[src/rtl/rbe_pkg.sv]
package rbe_pkg;
  typedef enum logic [1:0] {
    ERR_NONE     = 2'd0,
    ERR_MISALIGN = 2'd1,
    ERR_DISABLE  = 2'd2
  } err_e;

  typedef struct packed {
    logic load;
    logic shift;
    logic commit;
  } ctl_t;
endpackage

[src/rtl/rbe_ctrl.sv]
module rbe_ctrl (
  input  logic          clk,
  input  logic          rst,
  input  logic          reqStart,
  input  logic          stepCond,
  input  logic          zeroHeld,
  output rbe_pkg::ctl_t ctl,
  output logic          busy
);
  typedef enum logic {S_IDLE, S_RUN} state_e;
  state_e state;

  always_comb begin
    ctl.load   = (state == S_IDLE) && reqStart;
    ctl.shift  = (state == S_RUN) && !zeroHeld && stepCond;
    ctl.commit = (state == S_RUN) && (zeroHeld || !stepCond);
  end

  assign busy = (state == S_RUN);

  always_ff @(posedge clk) begin
    if (rst) state <= S_IDLE;
    else if (ctl.load) state <= S_RUN;
    else if (ctl.commit) state <= S_IDLE;
  end
endmodule

[src/rtl/rbe_datapath.sv]
module rbe_datapath #(
  parameter int PHYS_W = 36,
  localparam int PN_W = PHYS_W - 12
) (
  input  logic              clk,
  input  logic              rst,
  input  rbe_pkg::ctl_t     ctl,
  input  logic [PN_W-1:0]   reqBasePage,
  input  logic [PN_W-1:0]   reqSizePages,
  input  logic [7:0]        reqType,
  output logic              stepCond,
  output logic              zeroHeld,
  output logic              reqDone,
  output logic [1:0]        reqErr,
  output logic [PHYS_W-1:0] reqBaseWord,
  output logic [PHYS_W-1:0] reqMaskWord,
  input  logic              decValid,
  input  logic [PHYS_W-1:0] decBaseWord,
  input  logic [PHYS_W-1:0] decMaskWord,
  input  logic [PHYS_W-1:0] cmpWantBase,
  input  logic [PHYS_W-1:0] cmpWantMask,
  output logic              decDone,
  output logic [PN_W-1:0]   decBasePage,
  output logic [PN_W-1:0]   decSizePages,
  output logic [7:0]        decType,
  output logic              decFixed,
  output logic              cmpBaseDiff,
  output logic              cmpMaskDiff
);
  import rbe_pkg::*;

  localparam logic [PHYS_W-1:0] BASE_KEEP = ~{{(PHYS_W-12){1'b0}}, 12'hF00};
  localparam logic [PHYS_W-1:0] MASK_KEEP = ~{{(PHYS_W-12){1'b0}}, 12'h7FF};

  // encode side
  logic [PN_W-1:0] bReg, lReg, baseHold, sizeHold, negSize;
  logic [7:0]      typeHold;

  assign stepCond = !bReg[0] && lReg[0];
  assign negSize  = -sizeHold;

  always_ff @(posedge clk) begin
    if (rst) begin
      bReg <= '0; lReg <= '0; baseHold <= '0; sizeHold <= '0;
      typeHold <= '0; zeroHeld <= 1'b0;
    end else if (ctl.load) begin
      bReg     <= reqBasePage;
      lReg     <= reqBasePage + reqSizePages - PN_W'(1);
      baseHold <= reqBasePage;
      sizeHold <= reqSizePages;
      typeHold <= reqType;
      zeroHeld <= (reqSizePages == '0);
    end else if (ctl.shift) begin
      bReg <= bReg >> 1;
      lReg <= lReg >> 1;
    end
  end

  always_ff @(posedge clk) begin
    if (rst) begin
      reqDone <= 1'b0; reqErr <= ERR_NONE;
      reqBaseWord <= '0; reqMaskWord <= '0;
    end else begin
      reqDone <= ctl.commit;
      if (ctl.commit) begin
        if (zeroHeld) begin
          reqErr <= ERR_DISABLE;
          reqBaseWord <= '0; reqMaskWord <= '0;
        end else if (bReg == lReg) begin
          reqErr <= ERR_NONE;
          reqBaseWord <= {baseHold, 4'h0, typeHold};
          reqMaskWord <= {negSize, 12'h800};
        end else begin
          reqErr <= ERR_MISALIGN;
          reqBaseWord <= '0; reqMaskWord <= '0;
        end
      end
    end
  end

  // decode side: fill ones above the highest set mask bit
  logic [PN_W-1:0] mPage, repPage;
  logic            anySet;
  assign mPage  = decMaskWord[PHYS_W-1:12];
  assign anySet = |mPage;

  always_comb begin
    logic seenAbove;
    seenAbove = 1'b0;
    for (int i = PN_W - 1; i >= 0; i--) begin
      repPage[i] = mPage[i] | (!seenAbove && anySet);
      seenAbove  = seenAbove | mPage[i];
    end
  end

  always_ff @(posedge clk) begin
    if (rst) begin
      decDone <= 1'b0; decBasePage <= '0; decSizePages <= '0; decType <= '0;
      decFixed <= 1'b0; cmpBaseDiff <= 1'b0; cmpMaskDiff <= 1'b0;
    end else begin
      decDone <= decValid;
      if (decValid) begin
        cmpBaseDiff <= |((decBaseWord ^ cmpWantBase) & BASE_KEEP);
        cmpMaskDiff <= |((decMaskWord ^ cmpWantMask) & MASK_KEEP);
        if (decMaskWord[11]) begin
          decBasePage  <= decBaseWord[PHYS_W-1:12];
          decType      <= decBaseWord[7:0];
          decSizePages <= -repPage;
          decFixed     <= (repPage != mPage);
        end else begin
          decBasePage <= '0; decType <= '0; decSizePages <= '0; decFixed <= 1'b0;
        end
      end
    end
  end
endmodule

[src/rtl/range_reg_codec.sv]
module range_reg_codec #(
  parameter int PHYS_W = 36,
  localparam int PN_W = PHYS_W - 12
) (
  input  logic              clk,
  input  logic              rst,
  input  logic              reqStart,
  input  logic [PN_W-1:0]   reqBasePage,
  input  logic [PN_W-1:0]   reqSizePages,
  input  logic [7:0]        reqType,
  output logic              reqBusy,
  output logic              reqDone,
  output logic [1:0]        reqErr,
  output logic [PHYS_W-1:0] reqBaseWord,
  output logic [PHYS_W-1:0] reqMaskWord,
  input  logic              decValid,
  input  logic [PHYS_W-1:0] decBaseWord,
  input  logic [PHYS_W-1:0] decMaskWord,
  input  logic [PHYS_W-1:0] cmpWantBase,
  input  logic [PHYS_W-1:0] cmpWantMask,
  output logic              decDone,
  output logic [PN_W-1:0]   decBasePage,
  output logic [PN_W-1:0]   decSizePages,
  output logic [7:0]        decType,
  output logic              decFixed,
  output logic              cmpBaseDiff,
  output logic              cmpMaskDiff
);
  rbe_pkg::ctl_t ctl;
  logic stepCond, zeroHeld;

  rbe_ctrl u_ctrl (
    .clk(clk), .rst(rst), .reqStart(reqStart), .stepCond(stepCond),
    .zeroHeld(zeroHeld), .ctl(ctl), .busy(reqBusy)
  );

  rbe_datapath #(.PHYS_W(PHYS_W)) u_dp (
    .clk(clk), .rst(rst), .ctl(ctl),
    .reqBasePage(reqBasePage), .reqSizePages(reqSizePages), .reqType(reqType),
    .stepCond(stepCond), .zeroHeld(zeroHeld),
    .reqDone(reqDone), .reqErr(reqErr), .reqBaseWord(reqBaseWord), .reqMaskWord(reqMaskWord),
    .decValid(decValid), .decBaseWord(decBaseWord), .decMaskWord(decMaskWord),
    .cmpWantBase(cmpWantBase), .cmpWantMask(cmpWantMask),
    .decDone(decDone), .decBasePage(decBasePage), .decSizePages(decSizePages),
    .decType(decType), .decFixed(decFixed),
    .cmpBaseDiff(cmpBaseDiff), .cmpMaskDiff(cmpMaskDiff)
  );
endmodule

[config.mk]
export PLATFORM = sky130hd
export DESIGN_NAME = range_reg_codec
export DESIGN_NICKNAME = d
export VERILOG_FILES = /design/src/rtl/rbe_pkg.sv /design/src/rtl/rbe_ctrl.sv /design/src/rtl/rbe_datapath.sv /design/src/rtl/range_reg_codec.sv
export SDC_FILE = /design/constraint.sdc
export NUM_CORES = 1
export LEC_CHECK = 0
export ABC_CLOCK_PERIOD_IN_PS = 4390
export BUFFER_PORTS_ARGS = -buffer_cell sky130_fd_sc_hd__buf_2
export CAP_MARGIN = 0
export CORE_ASPECT_RATIO = 1.75
export CORE_UTILIZATION = 50
export CTS_BUF_LIST = sky130_fd_sc_hd__clkbuf_16
export CTS_CLUSTER_SIZE = 25
export DETAILED_ROUTE_END_ITERATION = 12
export GPL_TIMING_DRIVEN = 0
export HOLD_SLACK_MARGIN = 0.12
export PLACE_DENSITY_LB_ADDON = 0.12
export SETUP_SLACK_MARGIN = 0.3
export SYNTH_ARGS = -nofsm -noshare
export SYNTH_HDL_FRONTEND = slang
export SYNTH_HIERARCHICAL = 1
export SYNTH_SLANG_ARGS = --single-unit
[constraint.sdc]
create_clock -name clk -period 4.39 [get_ports clk]
set_input_delay 0.878 -clock clk [delete_from_list [all_inputs] [get_ports clk]]
set_output_delay 0.878 -clock clk [all_outputs]
set_load 0.005 [all_outputs]
* Yosys cells after proc, flatten, opt, wreduce, memory -nomap -nowiden *
Cells that the tools add are included.

word-level totals
  register bits = 241
  input port bits = 204
  output and inout port bits = 136
  logic and storage cells = 150

operators by class
  add/subtract/negate cells = 4
  eq/ne operators = 2
  muxes and demuxes = 16
  bitwise gates (word level) = 49
  reductions and logical operators = 61

operators by type and width
  kind                                                 number
  two-way mux 24 bit                                   6
  two-way mux 36 bit                                   4
  XOR 36 bit                                           2
  negation 24 bit                                      2
  OR 1 bit                                             46
  OR reduction 32 bit                                  1
  logical AND 1 bit                                    28
  logical NOT 1 bit                                    26
  OR reduction 25 bit                                  1
  adder 24 bit                                         1
  == test 24 bit                                       1
  logical NOT 24 bit                                   1
  != test 24 bit                                       1
  OR reduction 24 bit                                  1
  subtractor 24 x 1 -> 24 bit (second input constant)  1
  two-way mux 8 bit                                    1
  two-way mux 1 bit                                    4
  nonzero test 2 bit                                   2
  two-way mux 2 bit                                    1
  logical OR 1 bit                                     1
  inverter 1 bit                                       1

* Depth between registers and ports, before layout *
  depth after elaboration = 27
  depth in mapped cells = 13
  mapped depth without buffers = 13

* Cells and area by module *
Netlist, hierarchy kept.

by module, submodules not included
  module        times used  cells each  area an instance (µm²)  seq. area each (µm²)
  rbe_datapath  1           1401        11961.5                 4504.3
  rbe_ctrl      1           6           56.3                    20.0

* Least setup slack after synthesis *
No wires, ideal clock.

  path type = input port to flip-flop
  start point = in decMaskWord[20]
  end point = reg u_dp.decSizePages[18]
  library setup time = 0.132 ns
  arrival = 3.563 ns
  setup slack = 0.694 ns
  stages = 11
  path through = buf_2 -> or4_4 -> or3_1 -> nor3_1 -> a31oi_1 -> ha_1 -> nand3_1 -> a311oi_1 -> or3_1 -> o2111ai_1 -> a21oi_1

on the way
  word-level cells in the longest chain between the ends = 13

ends and longest elaborated chain
  what                    RTL line               source
  start: declaration      range_reg_codec.sv:18  input logic [PHYS_W-1:0] decMaskWord,
  OR 1 bit (8 in a row)   rbe_datapath.sv:92     seenAbove = seenAbove | mPage[i];
  logical NOT 1 bit       rbe_datapath.sv:91     repPage[i] = mPage[i] | (!seenAbove && anySet);
  logical AND 1 bit       rbe_datapath.sv:91
  OR 1 bit                rbe_datapath.sv:91
  negation 24 bit (*)     rbe_datapath.sv:108    decSizePages <= -repPage;
  two-way mux 24 bit (*)  rbe_datapath.sv:105    if (decMaskWord[11]) begin
  end signal: assignment  rbe_datapath.sv:108
  end: declaration        rbe_datapath.sv:24     output logic [PN_W-1:0] decSizePages,

Every way passes the cells marked *; elsewhere a longest branch is shown, timed or not.
A chain may end at the register's enable or synchronous reset.

* Worst setup path in the final report *
  start point = in reqBasePage[1]
  end point = reg u_dp.lReg[23]

on the way
  word-level cells in the longest chain between the ends = 3

ends and longest elaborated chain
  what                         RTL line              source
  start: declaration           range_reg_codec.sv:8  input logic [PN_W-1:0] reqBasePage,
  adder 24 bit                 rbe_datapath.sv:48    lReg <= reqBasePage + reqSizePages - PN_W'(1);
  subtractor 24 x 1 -> 24 bit  rbe_datapath.sv:48
  two-way mux 24 bit           rbe_datapath.sv:46    end else if (ctl.load) begin
  end signal: assignment       rbe_datapath.sv:48
  end signal: assignment       rbe_datapath.sv:55    lReg <= lReg >> 1;
  end: declaration             rbe_datapath.sv:36    logic [PN_W-1:0] bReg, lReg, baseHold, sizeHold, negSize;

Every way passes these cells.

==> impl_metrics.csv <==
group,metric,value,unit
run_status,status,"finished clean",
detailed_routing,first_pass_iters,5,
timing,fin_crit,3800,ps
power,p_seq_share,43.1,%
cells_and_area,fillers,2173,
clock_tree,cts_max_level,1,
setup_path,critPathKind,"in -> reg",
synthesis,ys_seq_elements,226,
setup_path,cp-end-kind,"register",
setup_path,crit_required,4870,ps
power,power.clock.fraction,36.5,%
synthesis,async_flop_share,0,%
timing,final-hold-violation-count,0,
placement,portBuffers,287,
floorplan,dieArea,24700,µm²
global_routing,grt_pass1_vias,11100,
global_routing,grt_pass1_wl,58900,µm
power,powerDensity,357,nW/µm²
synthesis,yosysSeqAreaShare,37.6,%
power,p_sw_share,29.5,%
timing,timing.final.crit_share,86.5,%
detailed_routing,viasPerCell,5.60,
job,drv_cap,0,
power,peakVddDrop,0.315,mV
clock_tree,clkLatencyLatePin,530,ps
setup_path,startpoint_type,"input pin",
global_routing,grt_max_degree,16,
timing,grt_setup_unrepaired,"no",
detailed_routing,drc,0,
detailed_routing,vias,11500,
timing,max_slew_margin,34.9,%
timing,finalSetupViolCount,0,
setup_path,crit_fanout,5,
synthesis,ys_types,70,
synthesis,syn_area,12000,µm²
timing,fmaxAchievable,263,MHz
floorplan,core-area,23400,µm²
cells_and_area,fin_area,14600,µm²
clock_tree,cts_tree,"built",
synthesis,synth_cells,1407,
clock_tree,clkTransAtPathRegs,70,ps
floorplan,rows,74,
cells_and_area,area_delta_synth_final,21.5,%
floorplan,die_x,119,µm
clock_tree,cts_root_buf,"clkbuf_16",
global_routing,grt_overflow,0,
placement,placed_cell_area,13900,µm²
clock_tree,postCtsSetupBuffers,0,
floorplan,initial_core_util,51.3,%
cells_and_area,final_nets,1985,
detailed_routing,wl,38900,µm
detailed_routing,antenna_left,0,
hold_path,hp-class,"reg -> reg",
detailed_routing,drt_iter0_markers,536,
placement,hpwl,30200,µm
placement,gp_congestion,0.982,
clock_tree,clk_path_buf_depth,3,
timing,holdWs,446,ps
timing,fin_skew,13.1,ps
synthesis,avgSynthCellArea,8.54,µm²
clock_tree,cts_buffers,22,
synthesis,synth_edf_count,0,
cells_and_area,drive_above_1_share,20.4,%
power,p_int,0.00367,W
synthesis,synth_flop_cell,"dfxtp_1",
timing,worst_pin_slew,976,ps
setup_path,worstPathArrival,4270,ps
clock_tree,cts_sinks,226,
floorplan,io_pins,340,
floorplan,die_h,207,µm
global_routing,antenna_found_initial,1,
power,power_frac_comb,20.4,%
detailed_routing,wl_per_cell,19.0,µm
global_routing,grt.total_usage,30.6,%
synthesis,yosysWarnings,6,
power,p_leak,6.57,nW
timing,drv_slew,0,
power,switchingPower,0.00154,W
==> per-layer routing <==
layer / up-vias / global-route usage [%] / wire, µm / share of wire [%]
met5: - / 0 / 0 / 0
met4: 0 / 22.6 / 2920 / 7.5
met3: 126 / 3.94 / 1910 / 4.9
met2: 411 / 58.0 / 20400 / 53
met1: 5397 / 29.6 / 13600 / 35
li1: 5545 / - / - / -
==> Yosys cell counts (9+ instances only) <==
cell type,count,area (µm²)
xor2_1,55,482
nand2_1,42,158
nor3_1,27,135
a211oi_1,76,571
mux2i_1,73,731
a21o_1,10,75.1
nor2_1,198,743
a22oi_1,94,706
o21ai_0,14,70.1
nor2b_1,38,238
nand4_1,16,100
ha_1,48,601
buf_4,15,113
or3_1,10,62.6
clkbuf_1,76,285
nand2b_1,9,56.3
o21ai_1,13,65.1
inv_1,104,390
dfxtp_1,226,4520
xnor2_1,68,596
nor4_1,21,131
nand3_1,18,90.1
a21oi_1,43,215
==> worst max-delay path: stages <==
cell and delay [ps]:
buf_2 100, inv_1 70, ha_1 280, inv_1 40, ha_1 220, inv_1 90
fa_1 210, nor2b_1 70, o31a_1 290, o41ai_1 510, o22ai_1 350, a311o_1 470
a2111oi_0 500, a211o_1 190
==> layout make-up <==
type	instances	area, µm²	share of cell area [%]
Multi-Input combinational cell	988	6710	45.9
Sequential cell	226	4520	31.0
Timing Repair Buffer	287	1440	9.84
Clock buffer	23	576	3.94
Buffer	102	450	3.09
Inverter	105	394	2.70
Tap cell	304	380	2.61
Clock inverter	15	129	0.883
Antenna cell	1	2.50	0.0171
==> cells by family after synthesis <==
group | synth area share [%]
AOI/OAI and AO/OA | 17.4
and+or+nand+nor | 17.5
muxes | 6.27
other | 0.0312
adders and majority gates | 5.16
buffers and inverters | 7.03
DFF | 37.6
xor gates and xnor gates | 8.96
==> path summary, 6_finish.rpt <==
kind                                           start                   end  slack [ps]  depth (start not counted)
worst min register to register  u_dp/decSizePages[6]  u_dp/decSizePages[6]         450                          2
worst max-delay path                  reqBasePage[1]         u_dp/lReg[23]         590                         14
worst max register to register         u_dp/zeroHeld  u_dp/reqBaseWord[32]         850                          8
worst min-delay path            u_dp/decSizePages[6]  u_dp/decSizePages[6]         450                          2
==> timing repair <==
action,4_1_cts,5_1_grt
hold buffers,0,0
endpoints found under the hold margin,0,0
resized for setup,0,1
setup endpoints to repair,0,1
==> power groups by stage <==
| stage | Combinational [W] | Clock, W | Sequential [W] |
|---|---|---|---|
| 6_report | 0.00106 | 0.00190 | 0.00225 |
| 3_3_place_gp | 0.00103 | 0 | 0.00229 |
| 5_1_grt | 0.00116 | 0.00201 | 0.00226 |
| 2_1_floorplan | 0.000697 | 0 | 0.00227 |
| 3_5_place_dp | 0.00105 | 0 | 0.00229 |
| 4_1_cts | 0.00105 | 0.00193 | 0.00224 |
==> placed cells by master, fill, tap and decap left out, types with 15 or more instances in the layout <==
cell and instances:
buf_2 290, dfxtp_1 226, nor2_1 198, inv_1 106, a22oi_1 94, clkbuf_1 76, a211oi_1 76, mux2i_1 73
xnor2_1 68, xor2_1 55, ha_1 48, a21oi_1 43, nand2_1 42, nor2b_1 38, nor3_1 26, clkbuf_16 23
nor4_1 21, nand3_1 18, nand4_1 16, buf_4 15, conb_1 15
==> registers in the layout, summed over array words and instances, names as in the netlist <==
signal             flops
u_dp/lReg             24
u_dp/decType           8
u_dp/reqDone           1
u_dp/decDone           1
u_dp/typeHold          8
u_dp/sizeHold         24
u_dp/decFixed          1
u_dp/zeroHeld          1
u_dp/cmpBaseDiff       1
u_dp/bReg             24
u_dp/cmpMaskDiff       1
u_dp/decBasePage      24
u_dp/decSizePages     24
u_dp/reqMaskWord      25
u_dp/reqErr            2
u_dp/reqBaseWord      32
u_ctrl/busy            1
u_dp/baseHold         24
==> stage by stage <==
step,setup TNS (ps),std cells,total power [W],setup WS [ps],utilization (%)
2_1_floorplan,0,1421,0.00296,694,-
6_report,0,2051,0.00521,594,62.3
3_5_place_dp,-19.0,2012,0.00334,-19.0,59.3
4_1_cts,0,2050,0.00523,504,62.3
5_1_grt,0,2051,0.00543,447,62.3
3_3_place_gp,0,2012,0.00332,46.3,59.3
(Power assumes the default switching activity.)
